## src/rtl/txdma_pkg.sv

```systemverilog
package txdma_pkg;

  typedef enum logic [2:0] {
    ST_IDLE,
    ST_RD_BUF,
    ST_RD_SIZE,
    ST_RD_NEXT,
    ST_FETCH,
    ST_SEND,
    ST_WB
  } txdmaState_t;

  typedef enum logic [1:0] {
    SEL_BUFPTR,
    SEL_SIZE,
    SEL_NEXT,
    SEL_DATA
  } memSel_t;

  typedef struct packed {
    logic    idle;
    logic    start;
    logic    loadBuf;
    logic    loadSize;
    logic    loadNext;
    logic    latchByte;
    logic    advByte;
    logic    wbDone;
    logic    finish;
    memSel_t memSel;
  } ctrlStrobe_t;

  localparam logic [31:0] OWN_EMPTY = 32'h8000_0000;

endpackage

```

## src/rtl/txdma_ctrl.sv

```systemverilog
module txdma_ctrl
  import txdma_pkg::*;
(
  input  logic        clk,
  input  logic        rstN,
  input  logic        dmaEnWr,
  input  logic        dmaEnWrData,
  input  logic        txEnCfg,
  input  logic        memAck,
  input  logic        descEmpty,
  input  logic        lenZero,
  input  logic        lastByte,
  input  logic        outReady,
  output logic        memReq,
  output logic        memWe,
  output logic        outValid,
  output ctrlStrobe_t strobe
);

  txdmaState_t state, nextState;

  always_ff @(posedge clk) begin
    if (!rstN) state <= ST_IDLE;
    else       state <= nextState;
  end

  always_comb begin
    nextState = state;
    strobe    = '0;
    memReq    = 1'b0;
    memWe     = 1'b0;
    outValid  = 1'b0;
    unique case (state)
      ST_IDLE: begin
        strobe.idle = 1'b1;
        if (dmaEnWr && dmaEnWrData && txEnCfg) begin
          strobe.start = 1'b1;
          nextState    = ST_RD_BUF;
        end
      end
      ST_RD_BUF: begin
        memReq        = 1'b1;
        strobe.memSel = SEL_BUFPTR;
        if (memAck) begin
          strobe.loadBuf = 1'b1;
          nextState      = ST_RD_SIZE;
        end
      end
      ST_RD_SIZE: begin
        memReq        = 1'b1;
        strobe.memSel = SEL_SIZE;
        if (memAck) begin
          if (descEmpty) begin
            strobe.finish = 1'b1;
            nextState     = ST_IDLE;
          end else begin
            strobe.loadSize = 1'b1;
            nextState       = ST_RD_NEXT;
          end
        end
      end
      ST_RD_NEXT: begin
        memReq        = 1'b1;
        strobe.memSel = SEL_NEXT;
        if (memAck) begin
          strobe.loadNext = 1'b1;
          nextState       = lenZero ? ST_WB : ST_FETCH;
        end
      end
      ST_FETCH: begin
        memReq        = 1'b1;
        strobe.memSel = SEL_DATA;
        if (memAck) begin
          strobe.latchByte = 1'b1;
          nextState        = ST_SEND;
        end
      end
      ST_SEND: begin
        outValid = 1'b1;
        if (outReady) begin
          if (lastByte) nextState = ST_WB;
          else begin
            strobe.advByte = 1'b1;
            nextState      = ST_FETCH;
          end
        end
      end
      ST_WB: begin
        memReq        = 1'b1;
        memWe         = 1'b1;
        strobe.memSel = SEL_SIZE;
        if (memAck) begin
          strobe.wbDone = 1'b1;
          nextState     = ST_RD_BUF;
        end
      end
      default: nextState = ST_IDLE;
    endcase
  end

endmodule

```

## src/rtl/txdma_datapath.sv

```systemverilog
module txdma_datapath
  import txdma_pkg::*;
#(
  parameter int AW    = 32,
  parameter int LEN_W = 11,
  parameter int CNT_W = 8
) (
  input  logic              clk,
  input  logic              rstN,
  input  ctrlStrobe_t       strobe,
  input  logic              descAddrWr,
  input  logic [AW-1:0]     descAddrWrData,
  input  logic              dmaEnWr,
  input  logic              dmaEnWrData,
  input  logic              loopbackCfg,
  input  logic [31:0]       memRdata,
  output logic [AW-1:0]     memAddr,
  output logic [31:0]       memWdata,
  output logic [7:0]        byteData,
  output logic              lbSel,
  output logic              descEmpty,
  output logic              lenZero,
  output logic              lastByte,
  output logic              dmaEnable,
  output logic              underrun,
  output logic              pktSent,
  output logic [CNT_W-1:0]  pktCount
);

  localparam logic [AW-1:0] ALIGN_MASK = ~AW'(3);

  logic [AW-1:0]    descPtr, bufPtr, nextPtr, bufByte;
  logic [31:0]      sizeWord;
  logic [LEN_W-1:0] byteIdx, pktLen;
  logic [7:0]       laneByte;

  assign pktLen    = sizeWord[LEN_W-1:0];
  assign bufByte   = bufPtr + AW'(byteIdx);
  assign laneByte  = memRdata[{bufByte[1:0], 3'b000} +: 8];
  assign descEmpty = memRdata[31];
  assign lenZero   = (pktLen == '0);
  assign lastByte  = (byteIdx == pktLen - LEN_W'(1));
  assign memWdata  = sizeWord | OWN_EMPTY;

  always_comb begin
    unique case (strobe.memSel)
      SEL_BUFPTR: memAddr = descPtr;
      SEL_SIZE:   memAddr = descPtr + AW'(4);
      SEL_NEXT:   memAddr = descPtr + AW'(8);
      default:    memAddr = bufByte & ALIGN_MASK;
    endcase
  end

  always_ff @(posedge clk) begin
    if (!rstN) begin
      descPtr   <= '0;
      bufPtr    <= '0;
      nextPtr   <= '0;
      sizeWord  <= '0;
      byteIdx   <= '0;
      byteData  <= '0;
      lbSel     <= 1'b0;
      dmaEnable <= 1'b0;
      underrun  <= 1'b0;
      pktSent   <= 1'b0;
      pktCount  <= '0;
    end else begin
      if (strobe.idle && descAddrWr) descPtr <= descAddrWrData & ALIGN_MASK;
      if (strobe.idle && dmaEnWr)    dmaEnable <= dmaEnWrData;
      if (strobe.start)     lbSel    <= loopbackCfg;
      if (strobe.loadBuf)   bufPtr   <= AW'(memRdata);
      if (strobe.loadSize) begin
        sizeWord <= memRdata;
        byteIdx  <= '0;
      end
      if (strobe.loadNext)  nextPtr  <= AW'(memRdata) & ALIGN_MASK;
      if (strobe.latchByte) byteData <= laneByte;
      if (strobe.advByte)   byteIdx  <= byteIdx + LEN_W'(1);
      if (strobe.wbDone) begin
        descPtr  <= nextPtr;
        pktCount <= pktCount + CNT_W'(1);
        pktSent  <= 1'b1;
      end
      if (strobe.finish) begin
        underrun  <= 1'b1;
        dmaEnable <= 1'b0;
      end
    end
  end

endmodule

```

## src/rtl/txdma_engine.sv

```systemverilog
module txdma_engine
  import txdma_pkg::*;
#(
  parameter int AW    = 32,
  parameter int LEN_W = 11,
  parameter int CNT_W = 8
) (
  input  logic             clk,
  input  logic             rstN,
  input  logic             descAddrWr,
  input  logic [AW-1:0]    descAddrWrData,
  input  logic             dmaEnWr,
  input  logic             dmaEnWrData,
  input  logic             txEnCfg,
  input  logic             loopbackCfg,
  output logic             memReq,
  output logic             memWe,
  output logic [AW-1:0]    memAddr,
  output logic [31:0]      memWdata,
  input  logic [31:0]      memRdata,
  input  logic             memAck,
  output logic             txValid,
  output logic [7:0]       txData,
  output logic             txLast,
  input  logic             txReady,
  output logic             lbValid,
  output logic [7:0]       lbData,
  output logic             lbLast,
  input  logic             lbReady,
  output logic             dmaEnable,
  output logic             underrun,
  output logic             pktSent,
  output logic [CNT_W-1:0] pktCount
);

  ctrlStrobe_t strobe;
  logic        outValid, outReady, lbSel;
  logic        descEmpty, lenZero, lastByte;
  logic [7:0]  byteData;

  txdma_ctrl ctrl_i (
    .clk(clk), .rstN(rstN),
    .dmaEnWr(dmaEnWr), .dmaEnWrData(dmaEnWrData), .txEnCfg(txEnCfg),
    .memAck(memAck), .descEmpty(descEmpty), .lenZero(lenZero),
    .lastByte(lastByte), .outReady(outReady),
    .memReq(memReq), .memWe(memWe), .outValid(outValid), .strobe(strobe)
  );

  txdma_datapath #(.AW(AW), .LEN_W(LEN_W), .CNT_W(CNT_W)) dp_i (
    .clk(clk), .rstN(rstN), .strobe(strobe),
    .descAddrWr(descAddrWr), .descAddrWrData(descAddrWrData),
    .dmaEnWr(dmaEnWr), .dmaEnWrData(dmaEnWrData), .loopbackCfg(loopbackCfg),
    .memRdata(memRdata), .memAddr(memAddr), .memWdata(memWdata),
    .byteData(byteData), .lbSel(lbSel), .descEmpty(descEmpty),
    .lenZero(lenZero), .lastByte(lastByte), .dmaEnable(dmaEnable),
    .underrun(underrun), .pktSent(pktSent), .pktCount(pktCount)
  );

  assign outReady = lbSel ? lbReady : txReady;
  assign txValid  = outValid & ~lbSel;
  assign lbValid  = outValid &  lbSel;
  assign txData   = byteData;
  assign lbData   = byteData;
  assign txLast   = outValid & ~lbSel & lastByte;
  assign lbLast   = outValid &  lbSel & lastByte;

endmodule

```

## config.mk

```make
export PLATFORM = sky130hd
export DESIGN_NAME = txdma_engine
export DESIGN_NICKNAME = d
export VERILOG_FILES = /design/src/rtl/txdma_pkg.sv /design/src/rtl/txdma_ctrl.sv /design/src/rtl/txdma_datapath.sv /design/src/rtl/txdma_engine.sv
export SDC_FILE = /design/constraint.sdc
export NUM_CORES = 1
export LEC_CHECK = 0
export BUFFER_PORTS_ARGS = -buffer_cell sky130_fd_sc_hd__buf_4
export CAP_MARGIN = 20
export CORE_ASPECT_RATIO = 1.5
export CORE_UTILIZATION = 45
export DETAILED_ROUTE_END_ITERATION = 10
export HOLD_SLACK_MARGIN = 0.1
export MAX_ROUTING_LAYER = met4
export PLACE_DENSITY = 0.67
export SKIP_LAST_GASP = 1
export SYNTH_ARGS = -nofsm -noshare
export SYNTH_HDL_FRONTEND = slang
export SYNTH_HIERARCHICAL = 1
export SYNTH_SLANG_ARGS = --single-unit
export TNS_END_PERCENT = 10
```

## constraint.sdc

```tcl
create_clock -name clk -period 6.85 [get_ports clk]
set_input_delay 0.3425 -clock clk [delete_from_list [all_inputs] [get_ports clk]]
set_output_delay 0.3425 -clock clk [all_outputs]
set_load 0.02 [all_outputs]
```

==> Word-level counts from Yosys, hierarchy flattened <==
Cells that the tools add are included.
{ "totals": {"out_inout_bits": 97, "n_memories": 0, "elab_cells": 91, "latchBits": 0, "register_bits": 159, "mem_bits_rw": 0, "rom_bits": 0} }
{ "classes": {"add_sub_neg": 6, "n_bitwise": 6, "n_shift": 1, "n_eq_ne": 16, "magnitude_cmp": 0, "reduce_logical": 13, "div_mod_pow": 0, "n_mux": 37, "mul": 0} }
{ "op_table": {"columns": ["operator", "count"], "rows": [
  ["$pmux W32 S3", 1],
  ["$mux W32", 2],
  ["$add A32 B11 Y32", 1],
  ["$add A32 B3 Y32 const B", 1],
  ["$add A32 B4 Y32 const B", 1],
  ["$shiftx A32 B6 Y8", 1],
  ["$mux W11", 2],
  ["$mux W3", 7],
  ["$pmux W3 S7", 1],
  ["$mux W1", 19],
  ["$add A11 B1 Y11 const B", 1],
  ["$eq A11 B11 Y1", 1],
  ["$logic_not A11 Y1", 1],
  ["$sub A11 B1 Y11 const B", 1],
  ["$ne A2 B2 Y1 const B", 5],
  ["$eq A3 B3 Y1 const B", 3],
  ["$add A8 B1 Y8 const B", 1],
  ["$mux W2", 4],
  ["$reduce_and A7 Y1", 1],
  ["$eq A3 B2 Y1 const B", 2],
  ["$pmux W2 S3", 1],
  ["$reduce_or A5 Y1", 1],
  ["$and A1 B1 Y1", 4],
  ["$logic_and A1 B1 Y1", 4],
  ["other kinds (9)", 13]
]} }

==> Longest topological paths before layout <==
Gate-level depths: netlist of run 1.
{ "logic_depth": {"depth_word": 7, "depth_mapped": 15} }

==> Hierarchy <==
The synthesis of run 1 kept the hierarchy.
{ "modules_own_cells": {"columns": ["mod", "seq_area_each_um2", "area_each_um2", "cells_each", "n_inst"], "rows": [
  ["txdma_datapath", 3083.0, 8500.7, 965, 1],
  ["txdma_ctrl", 60.1, 336.6, 47, 1],
  ["txdma_engine", 0.0, 108.9, 13, 1]
]} }

==> Worst setup path before layout of run 1 <==
OpenSTA, ideal clock, no wires.
{ "synth_path": {"kind": "reg-to-reg", "start": "register dp_i.sizeWord[2]", "end": "register dp_i.byteIdx[10]", "t_required_ps": 6785, "path_stages_with_launch": 15, "setup_slack_ps": 3515, "arrival_ps": 3270, "setup_ps": 65, "path_cell_list": "dfxtp_1 -> clkbuf_1 -> nor4_1 -> nor4b_2 -> mux2i_1 -> mux2i_1 -> a32oi_1 -> nor3_1 -> nor3b_1 -> and4_1 -> and3_1 -> and3_1 -> nand3_1 -> mux2_2 -> nor2_1"} }
{ "synth_lines": {"columns": ["item", "line", "rtl"], "rows": [
  ["from (decl)", "txdma_datapath.sv:33", "logic [31:0] sizeWord;"],
  ["from (signal assigned)", "txdma_datapath.sv:73", "sizeWord <= memRdata;"],
  ["to (signal assigned)", "txdma_datapath.sv:78", "if (strobe.advByte) byteIdx <= byteIdx + LEN_W'(1);"],
  ["to (decl)", "txdma_datapath.sv:34", "logic [LEN_W-1:0] byteIdx, pktLen;"]
]} }

==> Worst setup path after layout of run 1 <==
{ "layout_path": {"start": "register dp_i.byteIdx[0]", "end": "output port memAddr[16]"} }
{ "layout_between": {"elab_chain_len": 2} }
{ "layout_rtl": {"columns": ["item", "line", "rtl"], "rows": [
  ["$add A32 B11 Y32", "txdma_datapath.sv:38", "assign bufByte = bufPtr + AW'(byteIdx);"],
  ["$pmux W32 S3", "txdma_datapath.sv:46", "unique case (strobe.memSel)"],
  ["to (decl)", "txdma_engine.sv:18", "output logic [AW-1:0] memAddr,"]
]} }
No other way between the ends.

==> results of run 1 <==
[logic make-up (layout without fill, tap and decap cells)]
family,after synthesis,count (layout),synth area share
AO/OA/AOI/OAI,152,152,0.115
AND/OR/NAND/NOR,387,387,0.210
other,2,3,0.000839
multiplexers,163,163,0.195
buffers and inverters,88,220,0.0445
XOR/XNOR,57,57,0.0558
flip-flops,157,157,0.351
adder cells (fa/ha/maj),19,19,0.0271
[power breakdown]
group	leakage [nW]	internal (mW)	switching [mW]
Combinational	2.58	0.299	0.382
Clock	0.283	0.520	0.408
Sequential	1.27	0.991	0.125
Total	4.14	1.81	0.915
[per-layer routing]
layer / global-route usage / wire length [um]
met1: 0.303 / 10800
met2: 0.504 / 14600
met4: 0.132 / 1170
met5: - / 0
met3: 0.0378 / 799
[critical path, delay by kind of cell, from the launching register on]
family / cells / cell delay (ps)
compound gates: 3 / 860
fa+ha+maj: 2 / 650
buf+inv: 1 / 240
flops: 1 / 420
simple gates: 3 / 930
[worst paths after layout]
check             slack (ps)  cells after the start             start                to
hold / removal           160                      3       loopbackCfg        dp_i/lbSel
setup / recovery        2980                      9   dp_i/byteIdx[0]       memAddr[16]
setup reg to reg        3090                     14  dp_i/sizeWord[2]  dp_i/byteIdx[10]
hold reg to reg          480                      2      dp_i/pktSent      dp_i/pktSent
[through the flow]
stage               setup WS, ps  total power, mW  area, um^2  hold WS, ps   util
floorplan                   3510             1.56        8950          460      -
global placement            3270             1.80       10300          450  0.531
detailed placement          3170             1.81       10300          461  0.531
CTS                         3020             2.73       10800          149  0.561
global route                2820             2.85       10900          189  0.563
finish                      2980             2.72       10900          162  0.563
[state kept, by name, indices dropped and copies added (netlist names)]
name / count
ctrl_i/state: 3
dp_i/bufPtr: 32
dp_i/nextPtr: 30
dp_i/byteIdx: 11
dp_i/byteData: 8
dp_i/sizeWord: 31
dp_i/underrun: 1
dp_i/dmaEnable: 1
dp_i/lbSel: 1
dp_i/pktSent: 1
dp_i/pktCount: 8
dp_i/descPtr: 30
[cell usage after synthesis, types with 10 or more instances]
library cell / n
a211oi_1: 36
a21oi_1: 30
and3_1: 14
buf_1: 14
buf_4: 13
clkbuf_1: 44
dfxtp_1: 157
ha_1: 17
inv_1: 10
mux2i_1: 148
nand2_1: 61
nand3_1: 21
nand4_1: 18
nor2_1: 181
nor3_1: 23
o21ai_0: 28
xnor2_1: 27
xor2_1: 30
[final cells by class]
type	instances	area, um^2	share of cell area
Clock buffer	19	443	0.0407
Clock inverter	13	131	0.0121
Inverter	12	47.5	0.00437
Multi-Input combinational cell	781	5440	0.500
Sequential cell	157	3140	0.289
Tap cell	256	320	0.0295
Timing Repair Buffer	176	1350	0.124
[cells in the final DEF, fill, tap and decap left out, types with 4 or more instances in the layout]
cell type  netlist  final
nor2_1         181    179
buf_4           13    174
dfxtp_1        157    157
mux2i_1        148    148
nand2_1         61     61
a211oi_1        36     36
a21oi_1         30     30
xor2_1          30     30
o21ai_0         28     27
xnor2_1         27     27
nand3_1         21     21
nor3_1          23     21
nand4_1         18     18
clkbuf_16        0     17
ha_1            17     17
and3_1          14     14
inv_1           10     10
nor4_1           8      8
nand3b_1         8      8
a31oi_1          8      8
mux4_2           8      8
and4_1           7      7
a21o_1           8      7
nand2b_1         6      6
nor3b_1          6      6
mux2_2           6      6
or3_1            5      5
inv_6            0      4
and2_1           4      4
or4_1            4      4
==> flow_summary.toml, run 1 <==
[worst_setup_path]
start_kind = "flip-flop"
endpoint_kind = "output port"
max_stage_delay_ps = 490
critPathSlowestCell = "nor4_2"
cp_max_fo = 8
crit_type = "reg2out"
cp_cell_sequence = "ha_1, fa_1, a21oi_1, o22ai_1, nor4_2, or3_1, nor3_1, a221oi_1, buf_4"
cp.arrival_ps = 3520
cp.required_ps = 6510

[timing]
clock.fmax_mhz = 259
timing.slew.headroom = 0.257
worstMarginPinSlew_ps = 1110
layout_min_cycle_time_ps = 3870
rsz0062_at_grt = "no"
min_period_over_period = 0.565
tns_ps = 0
clock_skew_ps = 8.69
hold_viol_final = 0
drv_slew = 0
finalSetupViolations = 0

[routing]
dr.pass1.iters = 4
first_iter_violations = 429
vias = 7920
ant_nets = 0
wl_per_cell_um = 19.3
via_per_inst = 5.60
wl_mm = 27.3
post-route-drc-count = 0

[logic_synthesis]
ys_types = 79
synthArstFlopShare = 0
yosysSeqAreaShare = 0.351
synth.cell_area_um2 = 8950
yosysTopAreaCell = "dfxtp_1"
syn_area_per_cell_um2 = 8.73
synth_largest_type_area_fraction = 0.351
ys_warn_count = 6
synthFlopType = "dfxtp_1"
synth_edf_count = 0
netlist_instances = 1025
synth-seq-cells = 157
netlist_top_cells_area = "dfxtp_1 35%, mux2i_1 17%, nor2_1 7.6%"

[die]
dieArea_um2 = 20500
start_util = 0.463
die-width_um = 117
core_area_um2 = 19300
num_rows = 62
die_h_um = 175
ios = 171

[placed_design]
hpwl_mm = 20.4
gp_congestion = 0.925
numPortBuffers = 165
dp.cells = 1380

[grt]
grt_first_pass_wirelength_mm = 41.9
grt-ovfl-total = 0
grt_usage = 0.283
antenna_found_initial = 0
grt_pass1_vias = 7613
grt_max_degree = 90

[clocking]
cts.reportedPaths.clkPinSlew_ps = 70
cts_buffers = 17
cts.path.max_buffers = 2
post_cts_buffers = 0
clk-insertion-delay-late_ps = 430
hold_buffers = 0
htreeDepth = 4
clkSinkCount = 157
cts_resized = 0
clock-root-buffer = "clkbuf_16"
cts_tree = "built"

[finish]
layout.nets = 1237
antenna_cells = 0
drive_above_1_share = 0.212
syn2layout_area_growth_pct = 21.6
stdcell_count = 1414
fillers = 1796

[outcome]
status = "complete, no violations"

[pwr]
cellLeakagePower_nw = 4.14
ir_drop_uv = 172
power_density_nw_per_um2 = 251

[flow_run]
cap_violations = 0

[hold_path]
hold_path.class = "in2reg"
Note: power is estimated with default switching activity, not from simulation.
==> run 2: changes to the inputs <==
==> constraint.sdc (replaced) <==
create_clock -name clk -period 3.72 [get_ports clk]
set_input_delay 0.186 -clock clk [delete_from_list [all_inputs] [get_ports clk]]
set_output_delay 0.186 -clock clk [all_outputs]
set_load 0.02 [all_outputs]
==> flow_summary.toml, run 2 (synthesized netlist as in run 1, its figures left out) <==
[die]
die-width_um = 117
die_h_um = 175
num_rows = 62
ios = 171
core_area_um2 = 19300
dieArea_um2 = 20500
start_util = 0.463

[grt]
antenna_found_initial = 0
grt_pass1_vias = 7975
grt-ovfl-total = 0
grt_max_degree = 91
grt_first_pass_wirelength_mm = 43.2
grt_usage = 0.292

[timing]
worstMarginPinSlew_ps = 1100
clock.fmax_mhz = 278
rsz0062_at_grt = "yes"
timing.slew.headroom = 0.263
drv_slew = 0
clock_skew_ps = 8.28
min_period_over_period = 0.966
finalSetupViolations = 0
tns_ps = 0
hold_viol_final = 0
layout_min_cycle_time_ps = 3590

[pwr]
power_density_nw_per_um2 = 452
p_sw_mw = 1.68
share_seq_of_total_power = 0.396
p_comb_frac = 0.256
ir_drop_uv = 316
power.internal_mw = 3.45
cellLeakagePower_nw = 4.36
clockPowerShare = 0.348
power_switching_share = 0.328

[clocking]
cts_buffers = 17
cts_tree = "built"
htreeDepth = 4
clkSinkCount = 157
cts.reportedPaths.clkPinSlew_ps = 70
cts.path.max_buffers = 2
clock-root-buffer = "clkbuf_16"
clk-insertion-delay-late_ps = 430

[finish]
final_common_cell = "buf_4"
multi_input_area_um2 = 5440
largest_register_ffs = 32
post-route-util = 0.587
final_cell_mix = "187 x buf_4, 179 x nor2_1, 157 x dfxtp_1"
fillers = 1704
top_register = "dp_i/bufPtr"
top_regs = "dp_i/bufPtr (32), dp_i/sizeWord (31)"
layout.nets = 1284
regArea_um2 = 3140
stdcell_count = 1462
drive_above_1_share = 0.215
syn2layout_area_growth_pct = 26.7

[worst_setup_path]
cp.arrival_ps = 3410
endpoint_kind = "output port"
ff2ff_setup_slack_ps = 370
cp_max_fo = 8
worstSetupStartpoint = "dp_i/byteIdx[0]"
r2r-start = "dp_i/sizeWord[2]"
r2r_cells = 14
start_kind = "flip-flop"
crit_path_end = "memAddr[22]"
r2r-end = "dp_i/byteIdx[10]"
crit_type = "reg2out"
cp.required_ps = 3530

[placed_design]
hpwl_mm = 20.8
gp_congestion = 0.911
numPortBuffers = 165
dp.cells = 1394

[outcome]
status = "complete, no violations"

[flow_run]
cap_violations = 0

[routing]
ant_nets = 0
via_per_inst = 5.60
first_iter_violations = 589
wl_mm = 28.0
dr.pass1.iters = 5
vias = 8192
wl_per_cell_um = 19.2
post-route-drc-count = 0

[hold_path]
hold_path.class = "in2reg"
run 2: power groups by stage:
stage / Clock [mW] / Combinational [mW] / Sequential, mW
global route: 1.87 / 1.42 / 2.05
CTS: 1.81 / 1.32 / 2.03
global placement: 0 / 1.27 / 2.06
finish: 1.78 / 1.31 / 2.03
floorplan: 0 / 0.868 / 2.00
detailed placement: 0 / 1.28 / 2.07
run 2: per-stage QoR:
stage | setup WS (ps) | power, mW | hold slack (ps) | cell area [um^2]
2_1_floorplan | 385 | 2.87 | 325 | 8950
4_1_cts | 132 | 5.16 | 102 | 11300
6_report | 126 | 5.13 | 112 | 11300
5_1_grt | -67.0 | 5.35 | 117 | 11300
3_5_place_dp | 408 | 3.35 | 431 | 10400
3_3_place_gp | 468 | 3.33 | 427 | 10400
run 2: worst min path at each step:
stage | endpoint | cells past startpoint | startpoint | slack [ps]
final | dp_i/descPtr[16] | 3 | descAddrWrData[16] | 110
after global routing | dp_i/descPtr[15] | 3 | descAddrWrData[15] | 120
after CTS | dp_i/descPtr[16] | 3 | descAddrWrData[16] | 100
after detailed placement | dp_i/lbSel | 3 | loopbackCfg | 430
after global placement | dp_i/lbSel | 3 | loopbackCfg | 430
after floorplan | ctrl_i/state[2] | 2 | rstN | 320
run 2: layout make-up:
type                            instances  share of cell area
Antenna cell                            1            0.000221
Clock buffer                           19              0.0400
Clock inverter                         13              0.0135
Inverter                               12             0.00419
Multi-Input combinational cell        781               0.480
Sequential cell                       157               0.277
Tap cell                              256              0.0283
Timing Repair Buffer                  223               0.156
run 2: metal layers:
metal | vias up | share of wire | global-route usage
met1 | 3884 | 0.38 | 0.308
met2 | 242 | 0.53 | 0.515
li1 | 3991 | - | -
met5 | - | 0 | -
met3 | 75 | 0.034 | 0.0330
met4 | 0 | 0.055 | 0.173
run 2: critical path, cell delays in order (launching register included):
cell     delay [ps]
dfxtp_1         510
ha_1            250
fa_1            210
a21oi_1         110
o22ai_1         340
nor4_4          110
or3_1           510
or4_1           540
a31oi_1         220
buf_4           180
run 2: what timing repair did:
item	4_1_cts	5_1_grt
resized for setup	0	1
endpoints found under the setup margin	0	6
hold endpoints to repair	97	0
setup buffers	0	0
hold buffers	35	0
